$ cat src/rtl/kwdt_pkg.sv
package kwdt_pkg;

  localparam int unsigned KWDT_PS_W   = 3;
  localparam int unsigned KWDT_SPARE_W = 8 - KWDT_PS_W - 1;

  typedef struct packed {
    logic [KWDT_PS_W-1:0]    ps;
    logic [KWDT_SPARE_W-1:0] spare;
  } kwdt_cfg_t;

endpackage

$ cat src/rtl/kwdt_key_seq.sv
module kwdt_key_seq #(
  parameter logic [7:0] KEY_A = 8'h1E,
  parameter logic [7:0] KEY_B = 8'hE1
) (
  input  logic       clk,
  input  logic       rst_n,
  input  logic       key_en,
  input  logic       wr_rst,
  input  logic [7:0] wdata,
  output logic       restart
);

  logic [7:0] last_q;
  logic [7:0] last_d;
  logic       take;

  always_comb begin
    take    = wr_rst & key_en;
    restart = take & (wdata == KEY_B) & (last_q == KEY_A);
    last_d  = take ? wdata : last_q;
  end

  always_ff @(posedge clk or negedge rst_n) begin
    if (!rst_n) begin
      last_q <= '0;
    end else if (take) begin
      last_q <= last_d;
    end
  end

endmodule

$ cat src/rtl/kwdt_ctl_reg.sv
module kwdt_ctl_reg
  import kwdt_pkg::*;
(
  input  logic                 clk,
  input  logic                 rst_n,
  input  logic                 wr_ctl,
  input  logic [7:0]           wdata,
  input  logic                 set_en,
  input  logic                 clr_en,
  output logic [KWDT_PS_W-1:0] ps,
  output logic                 en,
  output logic [7:0]           rdata
);

  kwdt_cfg_t cfg_q, cfg_d;
  logic      en_q, en_d;

  always_comb begin
    cfg_d = wr_ctl ? kwdt_cfg_t'(wdata[7:1]) : cfg_q;
    if (set_en)      en_d = 1'b1;
    else if (clr_en) en_d = 1'b0;
    else             en_d = en_q;
  end

  always_ff @(posedge clk or negedge rst_n) begin
    if (!rst_n) begin
      cfg_q <= '0;
    end else if (wr_ctl) begin
      cfg_q <= cfg_d;
    end
  end

  always_ff @(posedge clk or negedge rst_n) begin
    if (!rst_n) begin
      en_q <= 1'b0;
    end else if (set_en | clr_en) begin
      en_q <= en_d;
    end
  end

  always_comb begin
    ps    = cfg_q.ps;
    en    = en_q;
    rdata = {cfg_q, en_q};
  end

endmodule

$ cat src/rtl/kwdt_interval.sv
module kwdt_interval #(
  parameter int unsigned BASE_W = 14,
  parameter int unsigned PS_W   = 3
) (
  input  logic            clk,
  input  logic            rst_n,
  input  logic            run,
  input  logic            restart,
  input  logic            tick,
  input  logic [PS_W-1:0] ps,
  output logic            expire
);

  localparam int unsigned PRE_W = (1 << PS_W) - 1;

  logic [PRE_W-1:0]  pre_q, pre_d, pre_lim;
  logic [BASE_W-1:0] base_q, base_d;
  logic              pre_wrap, step, clear, adv;

  always_comb begin
    for (int i = 0; i < PRE_W; i++) begin
      pre_lim[i] = (i < int'(ps));
    end
  end

  always_comb begin
    adv      = run & tick;
    pre_wrap = (pre_q >= pre_lim);
    step     = adv & pre_wrap;
    expire   = step & (&base_q);
    clear    = restart | expire;
    if (clear) begin
      pre_d  = '0;
      base_d = '0;
    end else begin
      pre_d  = pre_wrap ? '0 : pre_q + 1'b1;
      base_d = step ? base_q + 1'b1 : base_q;
    end
  end

  always_ff @(posedge clk or negedge rst_n) begin
    if (!rst_n) begin
      pre_q  <= '0;
      base_q <= '0;
    end else if (clear | adv) begin
      pre_q  <= pre_d;
      base_q <= base_d;
    end
  end

endmodule

$ cat src/rtl/kwdt_top.sv
module kwdt_top
  import kwdt_pkg::*;
#(
  parameter int unsigned BASE_W   = 14,
  parameter logic [7:0]  RST_ADDR = 8'hA6,
  parameter logic [7:0]  CTL_ADDR = 8'hA7,
  parameter logic [7:0]  KEY_A    = 8'h1E,
  parameter logic [7:0]  KEY_B    = 8'hE1
) (
  input  logic       clk,
  input  logic       rst_n,
  input  logic       key_en,
  input  logic       tick,
  input  logic       sfr_we,
  input  logic [7:0] sfr_addr,
  input  logic [7:0] sfr_wdata,
  output logic [7:0] ctl_rdata,
  output logic       rst_req
);

  logic                 wr_rst, wr_ctl, restart, expire, en, req_d, req_q;
  logic [KWDT_PS_W-1:0] ps;

  always_comb begin
    wr_rst = sfr_we & (sfr_addr == RST_ADDR);
    wr_ctl = sfr_we & (sfr_addr == CTL_ADDR);
    req_d  = expire & ~restart;
  end

  kwdt_key_seq #(.KEY_A(KEY_A), .KEY_B(KEY_B)) u_key (
    .clk(clk), .rst_n(rst_n), .key_en(key_en), .wr_rst(wr_rst),
    .wdata(sfr_wdata), .restart(restart)
  );

  kwdt_ctl_reg u_ctl (
    .clk(clk), .rst_n(rst_n), .wr_ctl(wr_ctl), .wdata(sfr_wdata),
    .set_en(restart), .clr_en(req_d), .ps(ps), .en(en), .rdata(ctl_rdata)
  );

  kwdt_interval #(.BASE_W(BASE_W), .PS_W(KWDT_PS_W)) u_ivl (
    .clk(clk), .rst_n(rst_n), .run(en), .restart(restart), .tick(tick),
    .ps(ps), .expire(expire)
  );

  always_ff @(posedge clk or negedge rst_n) begin
    if (!rst_n) begin
      req_q <= 1'b0;
    end else begin
      req_q <= req_d;
    end
  end

  assign rst_req = req_q;

endmodule

$ cat config.mk
export PLATFORM = sky130hd
export DESIGN_NAME = kwdt_top
export DESIGN_NICKNAME = d
export VERILOG_FILES = /design/src/rtl/kwdt_pkg.sv /design/src/rtl/kwdt_key_seq.sv /design/src/rtl/kwdt_ctl_reg.sv /design/src/rtl/kwdt_interval.sv /design/src/rtl/kwdt_top.sv
export SDC_FILE = /design/constraint.sdc
export NUM_CORES = 1
export LEC_CHECK = 0
export BUFFER_PORTS_ARGS = -buffer_cell sky130_fd_sc_hd__buf_4
export CORE_MARGIN = 5
export CORE_UTILIZATION = 51
export DETAILED_ROUTE_END_ITERATION = 16
export GPL_ROUTABILITY_DRIVEN = 1
export PLACE_DENSITY = 0.75
export SLEW_MARGIN = 5
export SYNTH_ARGS = -nofsm -noshare
export SYNTH_HDL_FRONTEND = slang
export SYNTH_SLANG_ARGS = --single-unit
export TNS_END_PERCENT = 1
$ cat constraint.sdc
create_clock -name clk -period 2.25 [get_ports clk]
set_input_delay 0.1125 -clock clk [delete_from_list [all_inputs] [get_ports clk]]
set_output_delay 0.1125 -clock clk [all_outputs]
set_load 0.03 [all_outputs]
==> results of run 1 <==
==> repair_timing <==
item / CTS / global route
setup endpoints to repair: 3 / 14
resized for setup: 0 / 24
hold buffers: 1 / 0
cloned: 0 / 1
buffers inserted: 1 / 4
pin swaps: 0 / 28
endpoints found under the hold margin: 38 / 0
==> where the power goes <==
part	internal, W	switching, W	leakage, nW
Combinational	0.0000511	0.0000516	0.652
Clock	0.000473	0.000251	0.0714
Sequential	0.000692	0.00000469	0.505
Total	0.00122	0.000308	1.23
==> cell families after synthesis <==
| logic type | after synthesis |
|---|---|
| AOI/OAI and AO/OA | 50 |
| and+or+nand+nor | 88 |
| DFF | 38 |
| adders and majority gates | 9 |
| muxes | 15 |
| buffers and inverters | 14 |
==> sequential cells by signal (all words and copies together), names as in the netlist <==
signal,count
rst_req,1
u_ctl.ps,3
u_ivl.base_q,14
u_key.last_q,8
u_ivl.pre_q,7
u_ctl.en,1
u_ctl.rdata,4
==> worst min-delay path by stage <==
stage | start | end | slack [ps] | cells past startpoint
after floorplan | rst_n | rst_req$_DFF_PN0_ | -180 | 0
after global placement | rst_n | u_ivl.pre_q[6]$_DFFE_PN0P_ | 110 | 1
after detailed placement | rst_n | u_ivl.pre_q[6]$_DFFE_PN0P_ | 110 | 1
after CTS | sfr_wdata[0] | u_key.last_q[0]$_DFFE_PN0P_ | 50 | 2
after global routing | sfr_wdata[0] | u_key.last_q[0]$_DFFE_PN0P_ | 60 | 2
final | sfr_wdata[0] | u_key.last_q[0]$_DFFE_PN0P_ | 50 | 2
==> metrics by stage <==
step                total power (W)  cell area, um^2  hold WS (ps)  setup TNS [ps]
finish                     0.001524             2725         54.79               0
global route               0.001569             2725         58.18           -1545
CTS                        0.001540             2609         45.37          -2.730
detailed placement        0.0008130             2449         112.2               0
global placement          0.0008104             2449         110.7               0
floorplan                 0.0007492             2203        -183.1          -164.2
==> synthesized netlist by cell type, types with 2 or more instances <==
cell type / n / area, um^2
a21o_1: 2 / 15.01
a21oi_1: 21 / 105.1
a31oi_1: 7 / 43.79
and2_1: 2 / 12.51
and3_1: 2 / 12.51
buf_2: 2 / 10.01
buf_4: 2 / 15.01
buf_6: 2 / 22.52
clkbuf_1: 2 / 7.510
clkbuf_8: 3 / 41.29
dfrtp_1: 38 / 950.9
ha_1: 9 / 112.6
inv_1: 3 / 11.26
mux2_2: 15 / 168.9
nand2_1: 20 / 75.07
nand3_1: 15 / 75.07
nand4_1: 3 / 18.77
nand4b_1: 5 / 43.79
nor2_1: 5 / 18.77
nor2b_1: 4 / 25.02
nor3_1: 3 / 15.01
nor4_4: 2 / 42.54
o21ai_0: 9 / 45.04
o21ai_1: 2 / 10.01
o31ai_1: 8 / 60.06
or2_2: 2 / 12.51
or3_1: 2 / 12.51
or4_1: 10 / 75.07
or4b_1: 3 / 30.03
==> per-layer routing <==
metal	vias up	global-route usage, %	routed length [um]
met2	49	30.39	2323
met4	0	6.990	59
met1	896	21.98	2179
met3	5	5.673	275
li1	886	-	-
met5	-	0	0
==> final cells by class <==
cell class	count	area [um^2]
fillers	331	1361
multi-input cells	162	1196
flip-flops and latches	38	953.4
repair buffers	45	359.1
clock buffers	6	82.58
well taps	50	62.56
clock inverters	2	60.06
inverters	3	11.26
==> critical path: cells and delay by family (launching register included) <==
kind                       cells  cell delay, ps
and+or+nand+nor                3             870
adders and majority gates      1             290
AOI/OAI and AO/OA              3             460
DFF                            1             400
buffers and inverters          1             150
==> flow_summary_export.csv, run 1 <==
group,metric,value,unit
finish,layout.cells.non_filler,306,
logic_synthesis,synth_fp_nets,244,
sta,maxSlewViolCount,0,
finish,layout_commonest_cell,"buf_4",
logic_synthesis,yosys.area_share.adder,5.131,%
logic_synthesis,synth.area.mux_share,7.697,%
global_routing,grt_pass1_wl,8038,um
clocking,cts_tree,"built",
status,status,"finished clean",
hold_path,holdCritPathClass,"in -> reg",
worst_setup_path,crit_path_end_kind,"flop",
sta,maxClockFrequency,0.4468,GHz
clocking,clkLatencyLatePin,290,ps
sta,finClkSkew,6.398,ps
clocking,cts_buffers,5,
floorplan,core.rowCount,23,
worst_setup_path,critPathMaxFanout,6,
worst_setup_path,critical_path.max_stage_delay,460,ps
logic_synthesis,ys_warns,0,
clocking,clk_transition_reported_paths,80,ps
sta,setup_viol_count_final,0,
logic_synthesis,synthesis.area_per_instance,10.26,um^2
finish,nNetsFinal,285,
placement,placement.setup.worst_slack,19.42,ps
worst_setup_path,r2r_end,"u_ivl.base_q[9]$_DFFE_PN0P_",
worst_setup_path,regToRegSetupSlack,10,ps
finish,final_cell_mix,"39 x buf_4, 36 x dfrtp_1, 20 x nand2_1, 15 x mux2_2, 14 x a21oi_1",
finish,area_growth_syn_to_layout,24.17,%
global_routing,grt_max_degree,39,
sta,timing_hold_violations_final,0,
drt,drcViolationCount,0,
global_routing,grt_pass1_vias,1843,
sta,worstMarginPinSlew,516.0,ps
sta,fin_crit_sh,99.47,%
clocking,clockBufferDepth,2,
floorplan,die_x,75.60,um
logic_synthesis,post_synth_design_cell_area,0.002195,mm^2
floorplan,core_area,0.004086,mm^2
worst_setup_path,timing.setup.critical_path_class,"reg -> reg",
sta,slew_headroom,65.34,%
floorplan,starting_density_of_the_core,53.70,%
logic_synthesis,synth-compound-area-share,13.11,%
placement,place_inst,291,
logic_synthesis,yosys.area_share.simple,25.83,%
power,power.density_cell_area,559.3,mW/mm^2
global_routing,grt_util_all_layers,18.21,%
sta,min_period,2238,ps
finish,num_antenna_cells,0,
logic_synthesis,postSynth.topFlopCell,"dfrtp_1",
logic_synthesis,post_synth_xor_area_fraction,0,%
drt,via_density_per_instance,6.000,
worst_setup_path,worstSetupStartpointType,"flop",
finish,final_layout_size_suffix_gt1_share,36.33,%
drt,route.final.wire_length,4838,um
logic_synthesis,synth_enable_flop_cells,0,
worst_setup_path,worst_path_arrival,2460,ps
power,p_leak,1.228,nW
clocking,clock_sink_count,38,
worst_setup_path,r2r_cells,8,
drt,detailroute.via_count,1836,
logic_synthesis,syn-instance-count,214,
worst_setup_path,rr_startpoint,"u_ctl.ps[2]$_DFFE_PN0P_",
floorplan,die_area,0.005715,mm^2
logic_synthesis,register_area_share_after_synthesis,43.33,%
worst_setup_path,crit_end,"u_ivl.base_q[9]$_DFFE_PN0P_",
worst_setup_path,cell_type_of_the_slowest_stage_on_the_worst_timing_path,"or4b_1",
worst_setup_path,timing.critical_path.cells,"or3_1, ha_1, nor2b_1, o21ai_1, a21oi_2, buf_6, or4b_1, a21oi_1",
placement,post-dp-hpwl,3278,um
sta,fin_ws,11.89,ps
logic_synthesis,async_flop_share,100.0,%
power,peakVddDrop,0.3384,mV
floorplan,pin_count,30,
global_routing,initial_antenna_violation_count,0,
drt,drt_first_pass_iters,6,
drt,drtIter0Drc,119,
drt,route.antenna.remaining_nets,0,
global_routing,grt_overflow_total,0,
logic_synthesis,largest_family_of_logic_cells_by_synthesized_area,"simple AND/OR/NAND/NOR gates",
finish,layout.core_utilization,66.69,%
logic_synthesis,synth_cell_type_count,40,
clocking,cts-root-buf,"clkbuf_8",
clocking,htree_num_levels,2,
flow_run,max-cap-violations,0,
drt,routedWlPerCell,15.81,um
worst_setup_path,timing.critical_path.from,"u_ctl.ps[2]$_DFFE_PN0P_",
placement,buffer_ports.inserted,29,
worst_setup_path,critical_path_required,2470,ps
floorplan,fp.dieH,75.60,um
sta,grt_setup_unrepaired,"yes",
placement,place_congestion,0.7579,
logic_synthesis,synth-seq-cells,38,
Note: power is estimated with default switching activity, not from simulation.
==> inputs of run 2 (changes only) <==
Settings changed: CORE_UTILIZATION 51 to 54, CTS_BUF_LIST from default to sky130_fd_sc_hd__clkbuf_4, PLACE_DENSITY 0.75 to 0.79.
==> flow_summary_export.csv, run 2 (synthesis results as in run 1) <==
group,metric,value,unit
hold_path,whs_path_depth,2,
worst_setup_path,worstSetupStartpointType,"flop",
finish,reg_top3,"u_ivl.base_q (14), u_key.last_q (8), u_ivl.pre_q (7)",
drt,drtIter0Drc,141,
sta,timing.setup.tns,0,ps
placement,buffer_ports.inserted,29,
sta,fin_crit_sh,98.69,%
sta,setup_viol_count_final,0,
sta,finClkSkew,9.755,ps
drt,drcViolationCount,0,
clocking,cts_tree,"built",
finish,fill_cells,304,
global_routing,initial_antenna_violation_count,0,
clocking,cts-root-buf,"clkbuf_4",
global_routing,grt_overflow_total,0,
sta,timing.hold.ws,8.985,ps
finish,nNetsFinal,289,
drt,routedWlPerCell,16.07,um
finish,final_layout_size_suffix_gt1_share,35.38,%
clocking,clock_sink_count,38,
sta,min_period,2221,ps
sta,timing_hold_violations_final,0,
placement,place_inst,290,
power,power,0.001307,W
global_routing,grt_max_degree,39,
floorplan,core_area,0.003971,mm^2
sta,worstMarginPinSlew,526.4,ps
clocking,cts_buffers,5,
placement,post-dp-hpwl,3280,um
worst_setup_path,timing.setup.critical_path_class,"reg -> reg",
drt,route.antenna.remaining_nets,0,
power,p_leak,1.202,nW
worst_setup_path,critical_path_required,2540,ps
flow_run,max-cap-violations,0,
floorplan,die_area,0.005439,mm^2
placement,place_congestion,0.7322,
sta,maxClockFrequency,0.4503,GHz
hold_path,holdCritPathClass,"in -> reg",
worst_setup_path,r2r_end,"u_ivl.base_q[12]$_DFFE_PN0P_",
power,power.density_cell_area,480.0,mW/mm^2
hold_path,hp-start,"sfr_wdata[3]",
sta,slew_headroom,64.65,%
drt,detailroute.via_count,1895,
worst_setup_path,regToRegSetupSlack,30,ps
drt,via_density_per_instance,6.113,
drt,met2WireLength,2435,um
global_routing,grt_pass1_wl,8742,um
clocking,htree_num_levels,2,
floorplan,core.rowCount,23,
floorplan,die_x,73.75,um
status,status,"finished clean",
finish,area_growth_syn_to_layout,24.06,%
clocking,clk_transition_reported_paths,130,ps
drt,drt_first_pass_iters,5,
power,peakVddDrop,0.4489,mV
drt,dr.max_layer_used,"met4",
sta,grt_setup_unrepaired,"yes",
sta,maxSlewViolCount,0,
finish,largest_reg_flops,14,
finish,layout.cells.non_filler,310,
clocking,clockBufferDepth,2,
hold_path,timing.hold.worst_endpoint,"u_ctl.rdata[3]$_DFFE_PN0P_",
drt,met1_length,2143,um
clocking,clkLatencyLatePin,360,ps
floorplan,starting_density_of_the_core,55.26,%
finish,final_cell_mix,"40 x buf_4, 36 x dfrtp_1, 20 x nand2_1, 15 x a21oi_1, 15 x mux2_2",
worst_setup_path,critPathMaxFanout,15,
global_routing,grt_pass1_vias,1881,
worst_setup_path,crit_path_end_kind,"flop",
placement,placement.setup.worst_slack,-31.28,ps
finish,register_with_the_most_flip_flops,"u_ivl.base_q",
global_routing,grt_util_all_layers,20.64,%
drt,route.final.wire_length,4981,um
floorplan,pin_count,30,
sta,fin_ws,29.38,ps
worst_setup_path,worst_path_arrival,2510,ps
worst_setup_path,rr_startpoint,"u_ctl.ps[1]$_DFFE_PN0P_",
drt,detailroute.wirelength.met3,338,um
finish,layout_commonest_cell,"buf_4",
worst_setup_path,r2r_cells,8,
floorplan,fp.dieH,73.75,um
finish,num_antenna_cells,0,
==> run 2: cell count changes in the layout (fill, tap and decap cells not counted), sizes merged <==
cell / delta
clkinvlp: +2
clkbuf: -1
buf: -3
bufinv: -1
dlygate4sd3: +7
==> run 2: timing repair <==
item,CTS,global route
pin swaps,16,13
buffers inserted,1,3
hold buffers,8,0
endpoints found under the setup margin,12,22
hold endpoints to repair,51,0
gates cloned,1,0
resized for setup,4,14
==> run 2: through the flow <==
| step | area (um^2) | util (%) |
|---|---|---|
| after CTS | 2678 | 67.42 |
| after floorplan | 2203 | - |
| after global placement | 2457 | 61.88 |
| final | 2723 | 68.56 |
| after detailed placement | 2457 | 61.88 |
| after global routing | 2723 | 68.56 |
==> run 2: cell type report <==
type / count / area [um^2] / area share [%]
sequential: 38 / 953.4 / 35.02
timing repair buffer: 49 / 400.4 / 14.71
clock buffer: 5 / 37.54 / 1.379
tap: 50 / 62.56 / 2.298
inverter: 3 / 11.26 / 0.4136
clock inverter: 3 / 45.04 / 1.654
multi-input combinational: 162 / 1212 / 44.53
==> run 2: critical path, stage by stage (launching register included) <==
cell	delay [ps]
dfrtp_2	430
or3_4	410
ha_4	270
nor2b_2	30
o21ai_2	140
a21oi_2	100
buf_12	150
or4_1	480
a21oi_1	140
==> run 2: where the power goes <==
group | total (W) | internal (W) | switching [W]
logic | 0.000120 | 0.0000640 | 0.0000564
clock network | 0.000488 | 0.000233 | 0.000255
registers | 0.000698 | 0.000693 | 0.00000556
total | 0.00131 | 0.000990 | 0.000317
==> run 2: worst max path at each step <==
| stage | depth (start not counted) | endpoint | slack, ps | from |
|---|---|---|---|---|
| 6_report | 8 | u_ivl.base_q[12]$_DFFE_PN0P_ | 30 | u_ctl.ps[1]$_DFFE_PN0P_ |
| 3_5_place_dp | 8 | u_ivl.base_q[6]$_DFFE_PN0P_ | -30 | u_ctl.ps[1]$_DFFE_PN0P_ |
| 5_1_grt | 8 | u_ivl.base_q[8]$_DFFE_PN0P_ | -50 | u_ctl.ps[1]$_DFFE_PN0P_ |
| 4_1_cts | 7 | u_ivl.pre_q[4]$_DFFE_PN0P_ | -40 | u_ctl.ps[1]$_DFFE_PN0P_ |
| 3_3_place_gp | 8 | u_ivl.base_q[12]$_DFFE_PN0P_ | 40 | u_ctl.ps[1]$_DFFE_PN0P_ |
| 2_1_floorplan | 8 | u_ivl.pre_q[3]$_DFFE_PN0P_ | -40 | u_ctl.ps[1]$_DFFE_PN0P_ |
==> run 2: layer usage <==
metal / up-vias / GRT usage (%)
met5: - / 0
met3: 5 / 6.293
li1: 900 / -
met4: 0 / 6.640
met2: 61 / 34.25
met1: 929 / 25.49
==> inputs of run 3 (changes only) <==
Settings changed: RECOVER_POWER from default to 25.
==> flow_summary_export.csv, run 3 (synthesis results as in run 1) <==
group,metric,value,unit
placement,post-dp-hpwl,3280,um
floorplan,core_area,0.003971,mm^2
power,power.density_cell_area,480.3,mW/mm^2
sta,min_period,2221,ps
finish,layout.core_utilization,68.49,%
sta,timing.setup.tns,0,ps
placement,placement.setup.worst_slack,-31.28,ps
worst_setup_path,timing.setup.critical_path_class,"reg -> reg",
hold_path,whs_path_depth,2,
clocking,cts_tree,"built",
drt,drtIter0Drc,141,
global_routing,grt_pass1_wl,8742,um
global_routing,grt_pass1_vias,1881,
clocking,clock_sink_count,38,
clocking,clockBufferDepth,2,
flow_run,max-cap-violations,0,
status,status,"finished clean",
drt,drcViolationCount,0,
placement,place_inst,290,
sta,grt_setup_unrepaired,"yes",
floorplan,fp.dieH,73.75,um
worst_setup_path,timing.critical_path.cells,"or3_4, ha_4, nor2b_2, o21ai_2, a21oi_2, buf_12, or4_1, a21oi_1",
clocking,clk_transition_reported_paths,130,ps
sta,setup_viol_count_final,0,
sta,maxClockFrequency,0.4503,GHz
drt,drt_first_pass_iters,5,
sta,finClkSkew,9.755,ps
finish,layout_commonest_cell,"buf_4",
worst_setup_path,rr_startpoint,"u_ctl.ps[1]$_DFFE_PN0P_",
worst_setup_path,crit_path_end_kind,"flop",
finish,num_antenna_cells,0,
clocking,cts_buffers,5,
finish,register_with_the_most_flip_flops,"u_ivl.base_q",
worst_setup_path,crit_buf_inv,1,
power,peakVddDrop,0.4489,mV
drt,detailroute.via_count,1895,
worst_setup_path,critPathMaxFanout,15,
placement,place_congestion,0.7322,
drt,route.final.wire_length,4980,um
floorplan,pin_count,30,
finish,area_growth_syn_to_layout,23.95,%
sta,fin_ws,29.38,ps
sta,timing.hold.ws,8.985,ps
finish,layout.cells.non_filler,310,
sta,fin_crit_sh,98.69,%
global_routing,grt_util_all_layers,20.64,%
global_routing,grt_overflow_total,0,
worst_setup_path,r2r_cells,8,
hold_path,holdCritPathClass,"in -> reg",
finish,largest_reg_flops,14,
worst_setup_path,worstSetupStartpointType,"flop",
sta,slew_headroom,38.56,%
power,p_leak,1.201,nW
clocking,htree_num_levels,2,
worst_setup_path,regToRegSetupSlack,30,ps
hold_path,timing.hold.worst_endpoint,"u_ctl.rdata[3]$_DFFE_PN0P_",
hold_path,hp-start,"sfr_wdata[3]",
clocking,cts-root-buf,"clkbuf_4",
worst_setup_path,cell_type_of_the_slowest_stage_on_the_worst_timing_path,"or4_1",
worst_setup_path,r2r_end,"u_ivl.base_q[12]$_DFFE_PN0P_",
clocking,clkLatencyLatePin,360,ps
placement,buffer_ports.inserted,29,
floorplan,core.rowCount,23,
drt,route.antenna.remaining_nets,0,
worst_setup_path,critical_path.max_stage_delay,480,ps
drt,via_density_per_instance,6.113,
sta,timing_hold_violations_final,0,
floorplan,die_area,0.005439,mm^2
finish,final_layout_size_suffix_gt1_share,35.38,%
floorplan,die_x,73.75,um
global_routing,grt_max_degree,39,
worst_setup_path,cpLargestDelayFamily,"simple AND/OR/NAND/NOR gates",
finish,final_cell_mix,"39 x buf_4, 36 x dfrtp_1, 20 x nand2_1, 15 x a21oi_1, 15 x mux2_2",
global_routing,initial_antenna_violation_count,0,
worst_setup_path,worst_path_arrival,2510,ps
drt,routedWlPerCell,16.06,um
finish,nNetsFinal,289,
finish,fill_cells,305,
sta,maxSlewViolCount,0,
floorplan,starting_density_of_the_core,55.26,%
finish,reg_top3,"u_ivl.base_q (14), u_key.last_q (8), u_ivl.pre_q (7)",
sta,worstMarginPinSlew,921.6,ps
worst_setup_path,critical_path_required,2540,ps
-- run 3: worst max-delay path by stage --
stage	slack (ps)	to	cells after the start	from
2_1_floorplan	-40	u_ivl.pre_q[3]$_DFFE_PN0P_	8	u_ctl.ps[1]$_DFFE_PN0P_
3_5_place_dp	-30	u_ivl.base_q[6]$_DFFE_PN0P_	8	u_ctl.ps[1]$_DFFE_PN0P_
6_report	30	u_ivl.base_q[12]$_DFFE_PN0P_	8	u_ctl.ps[1]$_DFFE_PN0P_
5_1_grt	-50	u_ivl.base_q[8]$_DFFE_PN0P_	8	u_ctl.ps[1]$_DFFE_PN0P_
4_1_cts	-40	u_ivl.pre_q[4]$_DFFE_PN0P_	7	u_ctl.ps[1]$_DFFE_PN0P_
3_3_place_gp	40	u_ivl.base_q[12]$_DFFE_PN0P_	8	u_ctl.ps[1]$_DFFE_PN0P_
-- run 3: per-layer routing --
layer	GRT usage [%]	vias to the layer above	part of all wire [%]
met4	6.640	0	1.3
li1	-	900	-
met5	0	-	0
met2	34.25	61	49
met3	6.293	5	6.8
met1	25.49	929	43
-- run 3: area by class of cell --
class	count	area (um^2)	area share (%)
clock buffer	5	37.54	1.380
clock inverter	3	45.04	1.656
timing repair buffer	49	397.9	14.63
tap	50	62.56	2.300
multi-input combinational	162	1212	44.57
sequential	38	953.4	35.05
inverter	3	11.26	0.4140
-- run 3: worst reg2reg max path, stage by stage (launching register included) --
cell,delay [ps]
dfrtp_2,430
or3_4,410
ha_4,270
nor2b_2,30
o21ai_2,140
a21oi_2,100
buf_12,150
or4_1,480
a21oi_1,140
-- run 3: repair_timing --
item / 4_1_cts / 5_1_grt
resized for setup: 4 / 14
cloned: 1 / 0
setup endpoints to repair: 12 / 22
hold buffers: 8 / 0
buffers inserted: 1 / 3
endpoints found under the hold margin: 51 / 0
pin swaps: 16 / 13
-- run 3: through the flow --
stage / power, W / cell area, um^2
after detailed placement: 0.0008135 / 2457
after floorplan: 0.0007492 / 2203
after CTS: 0.001308 / 2678
final: 0.001306 / 2720
after global routing: 0.001354 / 2720
after global placement: 0.0008106 / 2457
-- run 3: report_power, final --
group,internal [W],switching [W]
registers,0.000693,0.00000556
logic,0.0000634,0.0000564
clock network,0.000233,0.000255
